**src/rtl/phconv_pkg.sv**
```systemverilog
package phconv_pkg;
    typedef enum logic [1:0] {
        FMT_RSV  = 2'b00,
        FMT_ORTH = 2'b01,
        FMT_3W   = 2'b10,
        FMT_2W   = 2'b11
    } fmt_e;

    localparam int FRAC    = 16;
    localparam int K_THIRD = 21845;   // 1/3 in Q16
    localparam int K_RSQ3  = 37837;   // 1/sqrt(3) in Q16
    localparam int K_SQ3H  = 56756;   // sqrt(3)/2 in Q16
    localparam int K_WIDTH = 18;      // signed width holding any constant
endpackage

```
**src/rtl/ph_fwd_ctrl.sv**
```systemverilog
module ph_fwd_ctrl
    import phconv_pkg::*;
(
    input  logic       clk,
    input  logic       rst_n,
    input  logic       in_valid,
    input  logic [1:0] fmt_sel,
    output fmt_e       eff_fmt
);
    typedef enum logic {FS_IDLE, FS_LOAD} fst_e;

    fst_e state_q, state_d;
    fmt_e mode_q;
    fmt_e decoded;

    always_comb begin
        unique case (fmt_sel)
            2'b00, 2'b01: decoded = FMT_ORTH;
            2'b10:        decoded = FMT_3W;
            default:      decoded = FMT_2W;
        endcase
    end

    // state register
    always_ff @(posedge clk) begin
        if (!rst_n) state_q <= FS_IDLE;
        else        state_q <= state_d;
    end

    // next state
    always_comb begin
        unique case (state_q)
            FS_IDLE: state_d = in_valid ? FS_LOAD : FS_IDLE;
            FS_LOAD: state_d = in_valid ? FS_LOAD : FS_IDLE;
            default: state_d = FS_IDLE;
        endcase
    end

    // outputs
    always_comb begin
        unique case (state_q)
            FS_IDLE: eff_fmt = decoded;
            FS_LOAD: eff_fmt = mode_q;
            default: eff_fmt = FMT_ORTH;
        endcase
    end

    always_ff @(posedge clk) begin
        if (!rst_n)        mode_q <= FMT_ORTH;
        else if (in_valid) mode_q <= eff_fmt;
    end

    AST_MODE_HELD: assert property (@(posedge clk) disable iff (!rst_n)
        (state_q == FS_LOAD && in_valid) |=> $stable(mode_q));
    AST_NO_RSV_CODE: assert property (@(posedge clk) disable iff (!rst_n)
        in_valid |-> (eff_fmt != FMT_RSV));
endmodule

```
**src/rtl/ph_fwd_prep.sv**
```systemverilog
module ph_fwd_prep
    import phconv_pkg::*;
#(
    parameter int IN_W = 16,
    localparam int SW  = IN_W + 3
) (
    input  logic                 clk,
    input  logic                 rst_n,
    input  logic                 in_valid,
    input  fmt_e                 eff_fmt,
    input  logic signed [IN_W-1:0] a,
    input  logic signed [IN_W-1:0] b,
    input  logic signed [IN_W-1:0] c,
    input  logic signed [IN_W-1:0] s,
    output logic                 s1_v,
    output logic                 s1_ortho,
    output logic signed [SW-1:0] s1_dsum,
    output logic signed [SW-1:0] s1_qsum
);
    logic signed [SW-1:0] ae, be, ce, se, a_use, dsum, qsum;
    logic ortho;

    always_comb begin
        ae = {{(SW-IN_W){a[IN_W-1]}}, a};
        be = {{(SW-IN_W){b[IN_W-1]}}, b};
        ce = {{(SW-IN_W){c[IN_W-1]}}, c};
        se = {{(SW-IN_W){s[IN_W-1]}}, s};
        a_use = ae;
        ortho = 1'b0;
        unique case (eff_fmt)
            FMT_2W:  a_use = -(be + ce);
            FMT_3W:  a_use = ae;
            default: ortho = 1'b1;
        endcase
        if (ortho) begin
            dsum = ae;
            qsum = se;
        end else begin
            dsum = (a_use <<< 1) - be - ce;
            qsum = be - ce;
        end
    end

    always_ff @(posedge clk) begin
        if (!rst_n) begin
            s1_v     <= 1'b0;
            s1_ortho <= 1'b0;
            s1_dsum  <= '0;
            s1_qsum  <= '0;
        end else begin
            s1_v <= in_valid;
            if (in_valid) begin
                s1_ortho <= ortho;
                s1_dsum  <= dsum;
                s1_qsum  <= qsum;
            end
        end
    end
endmodule

```
**src/rtl/ph_fwd_scale.sv**
```systemverilog
module ph_fwd_scale
    import phconv_pkg::*;
#(
    parameter int IN_W = 16,
    localparam int SW  = IN_W + 3,
    localparam int OW  = IN_W + 2,
    localparam int PW  = SW + K_WIDTH
) (
    input  logic                 clk,
    input  logic                 rst_n,
    input  logic                 s1_v,
    input  logic                 s1_ortho,
    input  logic signed [SW-1:0] s1_dsum,
    input  logic signed [SW-1:0] s1_qsum,
    output logic                 dq_valid,
    output logic signed [OW-1:0] d_out,
    output logic signed [OW-1:0] q_out
);
    localparam logic [K_WIDTH-1:0] KD = K_WIDTH'(K_THIRD);
    localparam logic [K_WIDTH-1:0] KQ = K_WIDTH'(K_RSQ3);

    logic signed [PW-1:0] pd, pq;
    logic signed [OW-1:0] d_scl, q_scl;

    always_comb begin
        pd = {{K_WIDTH{s1_dsum[SW-1]}}, s1_dsum} * {{SW{1'b0}}, KD};
        pq = {{K_WIDTH{s1_qsum[SW-1]}}, s1_qsum} * {{SW{1'b0}}, KQ};
        d_scl = pd[FRAC+OW-1:FRAC];
        q_scl = pq[FRAC+OW-1:FRAC];
    end

    always_ff @(posedge clk) begin
        if (!rst_n) begin
            dq_valid <= 1'b0;
            d_out    <= '0;
            q_out    <= '0;
        end else begin
            dq_valid <= s1_v;
            if (s1_v) begin
                d_out <= s1_ortho ? s1_dsum[OW-1:0] : d_scl;
                q_out <= s1_ortho ? s1_qsum[OW-1:0] : q_scl;
            end
        end
    end

    AST_ORTHO_PASS: assert property (@(posedge clk) disable iff (!rst_n)
        (s1_v && s1_ortho) |=> (d_out == $past(s1_dsum[OW-1:0])));
endmodule

```
**src/rtl/ph_inv.sv**
```systemverilog
module ph_inv
    import phconv_pkg::*;
#(
    parameter int OW  = 18,
    localparam int AW = OW + 1,
    localparam int PW = OW + K_WIDTH + 1
) (
    input  logic                 clk,
    input  logic                 rst_n,
    input  logic                 rot_valid,
    input  logic signed [OW-1:0] rot_d,
    input  logic signed [OW-1:0] rot_q,
    output logic                 abc_valid,
    output logic signed [AW-1:0] out_a,
    output logic signed [AW-1:0] out_b,
    output logic signed [AW-1:0] out_c
);
    localparam logic [K_WIDTH-1:0] KS = K_WIDTH'(K_SQ3H);

    logic                 r1_v;
    logic signed [OW-1:0] r1_d;
    logic signed [PW-1:0] r1_dh, r1_mq;
    logic signed [PW-1:0] dh, mq, nb, nc;

    always_comb begin
        dh = {{(PW-OW-FRAC+1){rot_d[OW-1]}}, rot_d, {(FRAC-1){1'b0}}};
        mq = {{(PW-OW){rot_q[OW-1]}}, rot_q} * {{(PW-K_WIDTH){1'b0}}, KS};
        nb = -r1_dh - r1_mq;
        nc = -r1_dh + r1_mq;
    end

    always_ff @(posedge clk) begin
        if (!rst_n) begin
            r1_v  <= 1'b0;
            r1_d  <= '0;
            r1_dh <= '0;
            r1_mq <= '0;
        end else begin
            r1_v <= rot_valid;
            if (rot_valid) begin
                r1_d  <= rot_d;
                r1_dh <= dh;
                r1_mq <= mq;
            end
        end
    end

    always_ff @(posedge clk) begin
        if (!rst_n) begin
            abc_valid <= 1'b0;
            out_a     <= '0;
            out_b     <= '0;
            out_c     <= '0;
        end else begin
            abc_valid <= r1_v;
            if (r1_v) begin
                out_a <= {r1_d[OW-1], r1_d};
                out_b <= nb[FRAC+AW-1:FRAC];
                out_c <= nc[FRAC+AW-1:FRAC];
            end
        end
    end

    AST_INV_HOLD: assert property (@(posedge clk) disable iff (!rst_n)
        !r1_v |=> $stable(out_a) && $stable(out_b) && $stable(out_c));
endmodule

```
**src/rtl/phase_conv.sv**
```systemverilog
module phase_conv
    import phconv_pkg::*;
#(
    parameter int IN_W = 16,
    localparam int OW  = IN_W + 2,
    localparam int AW  = OW + 1,
    localparam int SW  = IN_W + 3
) (
    input  logic                   clk,
    input  logic                   rst_n,
    input  logic                   fwd_valid,
    input  logic [1:0]             fmt_sel,
    input  logic signed [IN_W-1:0] ph_a,
    input  logic signed [IN_W-1:0] ph_b,
    input  logic signed [IN_W-1:0] ph_c,
    input  logic signed [IN_W-1:0] ph_s,
    output logic                   dq_valid,
    output logic signed [OW-1:0]   d_out,
    output logic signed [OW-1:0]   q_out,
    input  logic                   rot_valid,
    input  logic signed [OW-1:0]   rot_d,
    input  logic signed [OW-1:0]   rot_q,
    output logic                   abc_valid,
    output logic signed [AW-1:0]   out_a,
    output logic signed [AW-1:0]   out_b,
    output logic signed [AW-1:0]   out_c
);
    fmt_e                 eff_fmt;
    logic                 s1_v, s1_ortho;
    logic signed [SW-1:0] s1_dsum, s1_qsum;

    ph_fwd_ctrl u_ctrl (
        .clk(clk), .rst_n(rst_n), .in_valid(fwd_valid),
        .fmt_sel(fmt_sel), .eff_fmt(eff_fmt)
    );

    ph_fwd_prep #(.IN_W(IN_W)) u_prep (
        .clk(clk), .rst_n(rst_n), .in_valid(fwd_valid), .eff_fmt(eff_fmt),
        .a(ph_a), .b(ph_b), .c(ph_c), .s(ph_s),
        .s1_v(s1_v), .s1_ortho(s1_ortho), .s1_dsum(s1_dsum), .s1_qsum(s1_qsum)
    );

    ph_fwd_scale #(.IN_W(IN_W)) u_scale (
        .clk(clk), .rst_n(rst_n), .s1_v(s1_v), .s1_ortho(s1_ortho),
        .s1_dsum(s1_dsum), .s1_qsum(s1_qsum),
        .dq_valid(dq_valid), .d_out(d_out), .q_out(q_out)
    );

    ph_inv #(.OW(OW)) u_inv (
        .clk(clk), .rst_n(rst_n), .rot_valid(rot_valid),
        .rot_d(rot_d), .rot_q(rot_q),
        .abc_valid(abc_valid), .out_a(out_a), .out_b(out_b), .out_c(out_c)
    );

    AST_FWD_LATENCY: assert property (@(posedge clk) disable iff (!rst_n)
        dq_valid == $past(fwd_valid, 2));
    AST_INV_LATENCY: assert property (@(posedge clk) disable iff (!rst_n)
        abc_valid == $past(rot_valid, 2));
    AST_INV_A_PASS: assert property (@(posedge clk) disable iff (!rst_n)
        abc_valid |-> (out_a == {$past(rot_d[OW-1], 2), $past(rot_d, 2)}));
    AST_ORTHO_IDLE_PASS: assert property (@(posedge clk) disable iff (!rst_n)
        (fwd_valid && !$past(fwd_valid) && fmt_sel[1] == 1'b0)
        |=> ##1 (q_out == {{(OW-IN_W){$past(ph_s[IN_W-1], 2)}}, $past(ph_s, 2)}));
endmodule

```
**config.mk**
```make
export PLATFORM = sky130hd
export DESIGN_NAME = phase_conv
export DESIGN_NICKNAME = d
export VERILOG_FILES = /design/src/rtl/phconv_pkg.sv /design/src/rtl/ph_fwd_ctrl.sv /design/src/rtl/ph_fwd_prep.sv /design/src/rtl/ph_fwd_scale.sv /design/src/rtl/ph_inv.sv /design/src/rtl/phase_conv.sv
export SDC_FILE = /design/constraint.sdc
export NUM_CORES = 2
export LEC_CHECK = 0
export BUFFER_PORTS_ARGS = -buffer_cell sky130_fd_sc_hd__buf_2
export CAP_MARGIN = 0
export CORE_MARGIN = 4
export CORE_UTILIZATION = 43
export DETAILED_ROUTE_END_ITERATION = 16
export PLACE_DENSITY = 0.6
export SYNTH_ARGS = -nofsm -noshare
export SYNTH_HDL_FRONTEND = slang
export SYNTH_HIERARCHICAL = 1
export SYNTH_SLANG_ARGS = --single-unit
```
**constraint.sdc**
```tcl
create_clock -name clk -period 12.85 [get_ports clk]
set_input_delay 2.57 -clock clk [delete_from_list [all_inputs] [get_ports clk]]
set_output_delay 2.57 -clock clk [all_outputs]
set_load 0.01 [all_outputs]
```
## Yosys cells after proc, flatten, opt, wreduce, memory -nomap -nowiden

Index checks and enable logic that the tools add are counted.
W data, S select, Z words.

- Output and inout bits: 95
- Input port bits: 106
- Bits in registers: 207

- Reduce and logical (&&, ||, !) cells: 3
- Muxes and demuxes: 9
- $mul: 3
- Equality and inequality tests: 4
- Bitwise gates (word level): 1
- $add $sub $neg: 8

Operators with widths:

| kind | count |
|---|---|
| $mux W18 | 3 |
| $mux W19 | 2 |
| $sub A19 B16 Y19 | 2 |
| $mul A37 B14 Y33 const B | 1 |
| $add A35 B35 Y35 | 1 |
| $neg A33 Y35 | 1 |
| $sub A35 B35 Y35 | 1 |
| $mul A19 B16 Y34 const B | 1 |
| $mul A19 B17 Y34 const B | 1 |
| $neg A18 Y18 | 1 |
| $add A16 B16 Y17 | 1 |
| $sub A16 B16 Y17 | 1 |
| $pmux W2 S2 | 2 |
| $eq A2 B2 Y1 const B | 3 |
| $reduce_or A2 Y1 | 2 |
| $eq A2 B1 Y1 const B | 1 |
| $logic_not A2 Y1 | 1 |
| $mux W1 | 2 |
| $not A1 Y1 | 1 |

## Longest topological paths before layout

- Depth after elaboration: 9
- Mapped depth: 23

## Hierarchy

The synthesis kept the hierarchy.

By module, submodules not included:

| module | cells each | times used | area each (sq um) | seq. area each (sq um) |
|---|---|---|---|---|
| ph_fwd_scale | 1457 | 1 | 13246.5 | 740.7 |
| ph_inv | 1380 | 1 | 12258.0 | 2182.1 |
| ph_fwd_prep | 630 | 1 | 4918.5 | 760.7 |
| ph_fwd_ctrl | 12 | 1 | 138.9 | 60.1 |

## Least setup slack after synthesis

No wires, ideal clock.

- Kind: input to register
- Start point: input port rot_q[5]
- End point: register u_inv.r1_mq[32]
- Buffers on the path: 1
- Arrival time: 7.535 ns
- Stages on the path: 19
- Setup time: 0.096 ns
- Setup slack: 5.219 ns
- Cell sequence: inv_1 fa_1 fa_1 inv_1 fa_1 inv_1 fa_1 fa_1 inv_1 fa_1 ha_1 clkbuf_1 nand3_1 or3_1 o21ai_1 a21oi_2 o41ai_1 mux2_1 o311ai_1

- Cells in the longest elaborated chain, start to end: 1

Ends and longest elaborated chain:

| item | line | source |
|---|---|---|
| start, declared | phase_conv.sv:22 | `input logic signed [OW-1:0] rot_q,` |
| $mul A37 B14 Y33 | ph_inv.sv:27 | `mq = {{(PW-OW){rot_q[OW-1]}}, rot_q} * {{(PW-K_WIDTH){1'b0}}, KS};` |
| end signal, assigned | ph_inv.sv:43 | `r1_mq <= mq;` |
| end, declared | ph_inv.sv:22 | `logic signed [PW-1:0] r1_dh, r1_mq;` |

No other way between the ends.
A chain may end at the register's enable or synchronous reset.

## Worst setup path in the final report

- Start point: input port rot_q[10]
- End point: register u_inv.r1_mq[31]

The elaborated chain is that of the path after synthesis.

==> impl_summary.md <==
Run status
The run finished with clean final reports.

Logic synthesis
The count of warnings emitted by yosys is 6. A synthesized cell averages 8.785 um^2. After synthesis the cells add up to 30,560 um^2. The sequential fraction of the synthesis area is 12.25%. The number of different library cells used by synthesis comes to 102.

The proportion of register bits with asynchronous set or reset after synthesis is 0%. The number of nets in the synthesized netlist is 4,438. Synthesis inferred 187 register bits. Counting flops with a built-in enable in the synthesized netlist gives 0. The dominant synthesized flop cell is sky130_fd_sc_hd__dfxtp_1. The count of mapped cells out of synthesis is 3,479.

Clock tree
CTS saw 187 sinks. The register clock-pin slew on the reported worst setup and hold paths is 80 ps. The clock passes through at most 2 buffers. TritonCTS built the clock tree.

Buffers inserted to repair hold after CTS numbered 0. The insertion delay to the later sink of the worst-skew pair is 490 ps. The count of instances resized after the clock tree is built is 0. In this run, CTS created clock tree buffers numbering 17.

The root cell of the clock tree is sky130_fd_sc_hd__clkbuf_16. The clock tree synthesis step divided the H-tree into 4 levels. In this run the post-CTS setup repair buffer count came out at 0.

STA
Setup violations remaining at the end of the flow were counted as 0. The final period utilization is 61.17%. The fmax is 0.1272 GHz. The post-layout worst setup margin is 4990 ps. The worst path in the final design needs a cycle of 7860 ps, including I/O delays and setup. In this run the tightest slew margin relative to its limit is 37.42%. The number of hold violations in the final report is 0. The setup TNS after final layout is 0 ps. The clock arrives with 15.01 ps of skew. For the pin with the worst max-slew slack, the measured transition is 936.4 ps. Setup repair after global routing left no endpoint under its margin.

The max-slew violation count came to 0.

Power
The ratio of total power to cell area is 282.0 nW/um^2. The overall power of the completed layout is 9.323 mW. The analysis attributes to cell leakage a power of 17.32 nW.

The worst-case vdd ir drop is 0.2067 mV.

Floorplan
Pin placement for this block handled 201 I/O pins. The initialized floorplan defines 97 standard-cell rows. The die covers 75,400 um^2. The region available for standard cell placement spans 70,270 um^2. The starting utilization of the core area is 43.49%. Measured along the x axis, the die boundary spans 274.6 um. From bottom edge to top edge, the die measures 274.6 um.

Worst setup path
The launch instance of the worst register-to-register path is u_prep/s1_qsum[17]$_SDFFE_PN0P_. The worst setup path is of the input port to flip-flop kind. The maximum fanout along the worst path is 6.

The critical path capture point type is a flip-flop. The capture instance of the worst register-to-register path is u_scale/q_out[15]$_SDFFE_PN0P_. In this run the register-to-register setup slack is 6470 ps.

The type of origin of the critical path is an input port. Data on the critical path arrives at its endpoint at 8270 ps. The required time of the critical path is 13,260 ps. The worst register-to-register path has a depth of 21.

Routing
The routed wirelength normalized by instance count is 17.15 um. The number of optimization iterations in the first detailed-route pass is 5. The mean number of vias per cell is 5.041.

The post-detailed-route count of antenna-violating nets is 0. For this run, design rule violations remaining after detail routing come to 0. The detailed router finished its first iteration with 1,218 violations.

Summed over all layers, the routed wires come to 78.37 mm. The detailed router placed 23,036 vias in this run.

GRT
In the global route stage, overall resource usage came out at 21.20%. Global routing finished with a remaining overflow of 0. Entering global routing, the biggest net connects 73 pins. The first-pass GRT wire length is 125.9 mm. The number of global-route vias before repair is 23,172.

The initial antenna violation count is 6.

Layout
The end-of-flow core utilization is 47.04%. The fraction of layout instances using a drive strength above 1 is 8.361%. The total number of nets in the final design is 4,570.

Relative to the synthesized area, the layout overhead comes to 8.159%. After routing the design area is 33,060 um^2.

Placement
The global placement routability congestion is 0.9078. The area of placed instances is 32,400 um^2. The pre-CTS setup slack is 4533 ps. Once detailed placement completed, the half-perimeter wirelength came to 66.28 mm. The number of buffers added on ports is 200.

Hold path
The depth of the worst hold-timing path is 2. The hold path endpoint is u_inv/out_b[17]$_SDFFE_PN0P_. The min-delay analysis places its worst path in the category flip-flop to flip-flop.

The start point of the worst hold path is u_inv/out_b[17]$_SDFFE_PN0P_.

Job
The max capacitance violation total is 0.
critical path: stages:
cell and delay (ps):
sky130_fd_sc_hd__buf_2 180, sky130_fd_sc_hd__fa_1 530, sky130_fd_sc_hd__fa_1 600, sky130_fd_sc_hd__fa_1 440, sky130_fd_sc_hd__fa_1 460, sky130_fd_sc_hd__fa_1 490, sky130_fd_sc_hd__inv_1 50, sky130_fd_sc_hd__fa_1 470
sky130_fd_sc_hd__inv_1 40, sky130_fd_sc_hd__ha_1 330, sky130_fd_sc_hd__a21oi_1 340, sky130_fd_sc_hd__nand2_1 90, sky130_fd_sc_hd__a2111oi_1 740, sky130_fd_sc_hd__o31ai_1 250, sky130_fd_sc_hd__o21ai_0 260, sky130_fd_sc_hd__mux2_1 360
sky130_fd_sc_hd__o31ai_1 60
report_power, final:
group	switching, mW	internal, mW	total (mW)
sequential	0.111	0.692	0.803
clock	0.301	0.271	0.572
combinational	4.70	3.25	7.95
total	5.11	4.22	9.32
placed cells by master (no fill, tap or decap), types with 8 or more instances in the layout:
cell type	n
sky130_fd_sc_hd__nand4_1	18
sky130_fd_sc_hd__and3_1	8
sky130_fd_sc_hd__or3_1	17
sky130_fd_sc_hd__o31a_1	8
sky130_fd_sc_hd__o21a_1	12
sky130_fd_sc_hd__dfxtp_1	183
sky130_fd_sc_hd__o21bai_1	13
sky130_fd_sc_hd__nor2b_1	33
sky130_fd_sc_hd__nor2_1	235
sky130_fd_sc_hd__a31oi_1	24
sky130_fd_sc_hd__o211a_1	9
sky130_fd_sc_hd__clkbuf_16	17
sky130_fd_sc_hd__nand3_1	40
sky130_fd_sc_hd__and4_1	9
sky130_fd_sc_hd__o21ai_1	19
sky130_fd_sc_hd__o21ai_0	116
sky130_fd_sc_hd__a21oi_1	188
sky130_fd_sc_hd__nor3_1	41
sky130_fd_sc_hd__nand3b_1	16
sky130_fd_sc_hd__fa_1	371
sky130_fd_sc_hd__mux2i_1	111
sky130_fd_sc_hd__a21o_1	48
sky130_fd_sc_hd__o211ai_1	19
sky130_fd_sc_hd__nand2b_1	24
sky130_fd_sc_hd__a211oi_1	31
sky130_fd_sc_hd__nand2_1	109
sky130_fd_sc_hd__a211o_1	10
sky130_fd_sc_hd__buf_4	16
sky130_fd_sc_hd__inv_1	814
sky130_fd_sc_hd__and2_1	17
sky130_fd_sc_hd__xor2_1	83
sky130_fd_sc_hd__xnor2_1	106
sky130_fd_sc_hd__ha_1	482
sky130_fd_sc_hd__buf_2	199
sky130_fd_sc_hd__o31ai_1	12
final cells by class:
cell class,count,area [um^2]
fill,7010,37220
inverter,817,3067
sequential,187,3749
multi-input combinational,2373,23300
timing repair buffer,215,1116
clock inverter,15,211.5
antenna,6,15.01
clock buffer,17,425.4
tap,940,1176
synth_stat cells, drive strengths merged, types with 16 or more instances:
cell	n	area share, %
xor2	84	2.4
nor2	236	2.9
a21oi	189	3.1
o211ai	19	0.47
nor2b	33	0.68
or3	18	0.37
buf	39	0.70
nor3	43	0.76
nand2b	25	0.54
xnor2	108	3.2
nand3	40	0.66
a211oi	31	0.76
clkbuf	62	0.76
a21o	48	1.2
dfxtp	187	12
ha	482	20
and2	19	0.39
fa	371	24
a31oi	24	0.49
o21ai	136	2.2
nand4	19	0.41
mux2i	111	3.6
inv	817	10
nand2	109	1.3
nand3b	16	0.39
state kept, by name, summed over array words and instances (netlist names):
signal / cells
u_ctrl/mode_q: 2
u_ctrl/state_q: 1
u_inv/abc_valid: 1
u_inv/out_a: 18
u_inv/out_b: 19
u_inv/out_c: 19
u_inv/r1_d: 18
u_inv/r1_mq: 33
u_inv/r1_v: 1
u_prep/s1_dsum: 19
u_prep/s1_ortho: 1
u_prep/s1_qsum: 17
u_prep/s1_v: 1
u_scale/d_out: 18
u_scale/dq_valid: 1
u_scale/q_out: 18
how the worst max path moves through the flow:
| stage | from | end | slack, ps |
|---|---|---|---|
| finish | rot_q[10] | u_inv/r1_mq[31]$_SDFFE_PN0P_ | 4990 |
| global route | rot_q[17] | u_inv/r1_mq[31]$_SDFFE_PN0P_ | 4700 |
| CTS | rot_q[10] | u_inv/r1_mq[31]$_SDFFE_PN0P_ | 5060 |
| detailed placement | rot_q[10] | u_inv/r1_mq[31]$_SDFFE_PN0P_ | 4530 |
| global placement | rot_q[2] | u_inv/r1_mq[31]$_SDFFE_PN0P_ | 4630 |
| floorplan | rot_q[5] | u_inv/r1_mq[32]$_SDFFE_PN0P_ | 5220 |
layer usage:
layer	vias to the layer above	GRT usage (%)	share of wire [%]
met4	2	4.768	1.9
met5	-	0	0.017
li1	11552	-	-
met3	67	3.698	4.9
met1	11033	29.25	47
met2	382	34.91	46
metrics by stage:
stage	hold WS (ps)	instances
final	451.0	4570
after global routing	481.7	4567
after floorplan	437.7	3479
after CTS	454.0	4564
after detailed placement	442.7	4532
after global placement	443.6	4532
cell families (layout without fill, tap and decap cells):
group,Yosys count,count (layout),synth area share [%]
simple gates,608,608,9.682
xor+xnor,192,192,5.650
compound gates,599,599,12.86
flops,187,187,12.25
mux,121,121,4.004
other cells,0,6,0
buf+inv,919,1064,11.52
fa+ha+maj,853,853,44.04
No activity file was read; power rests on OpenSTA's default activity.
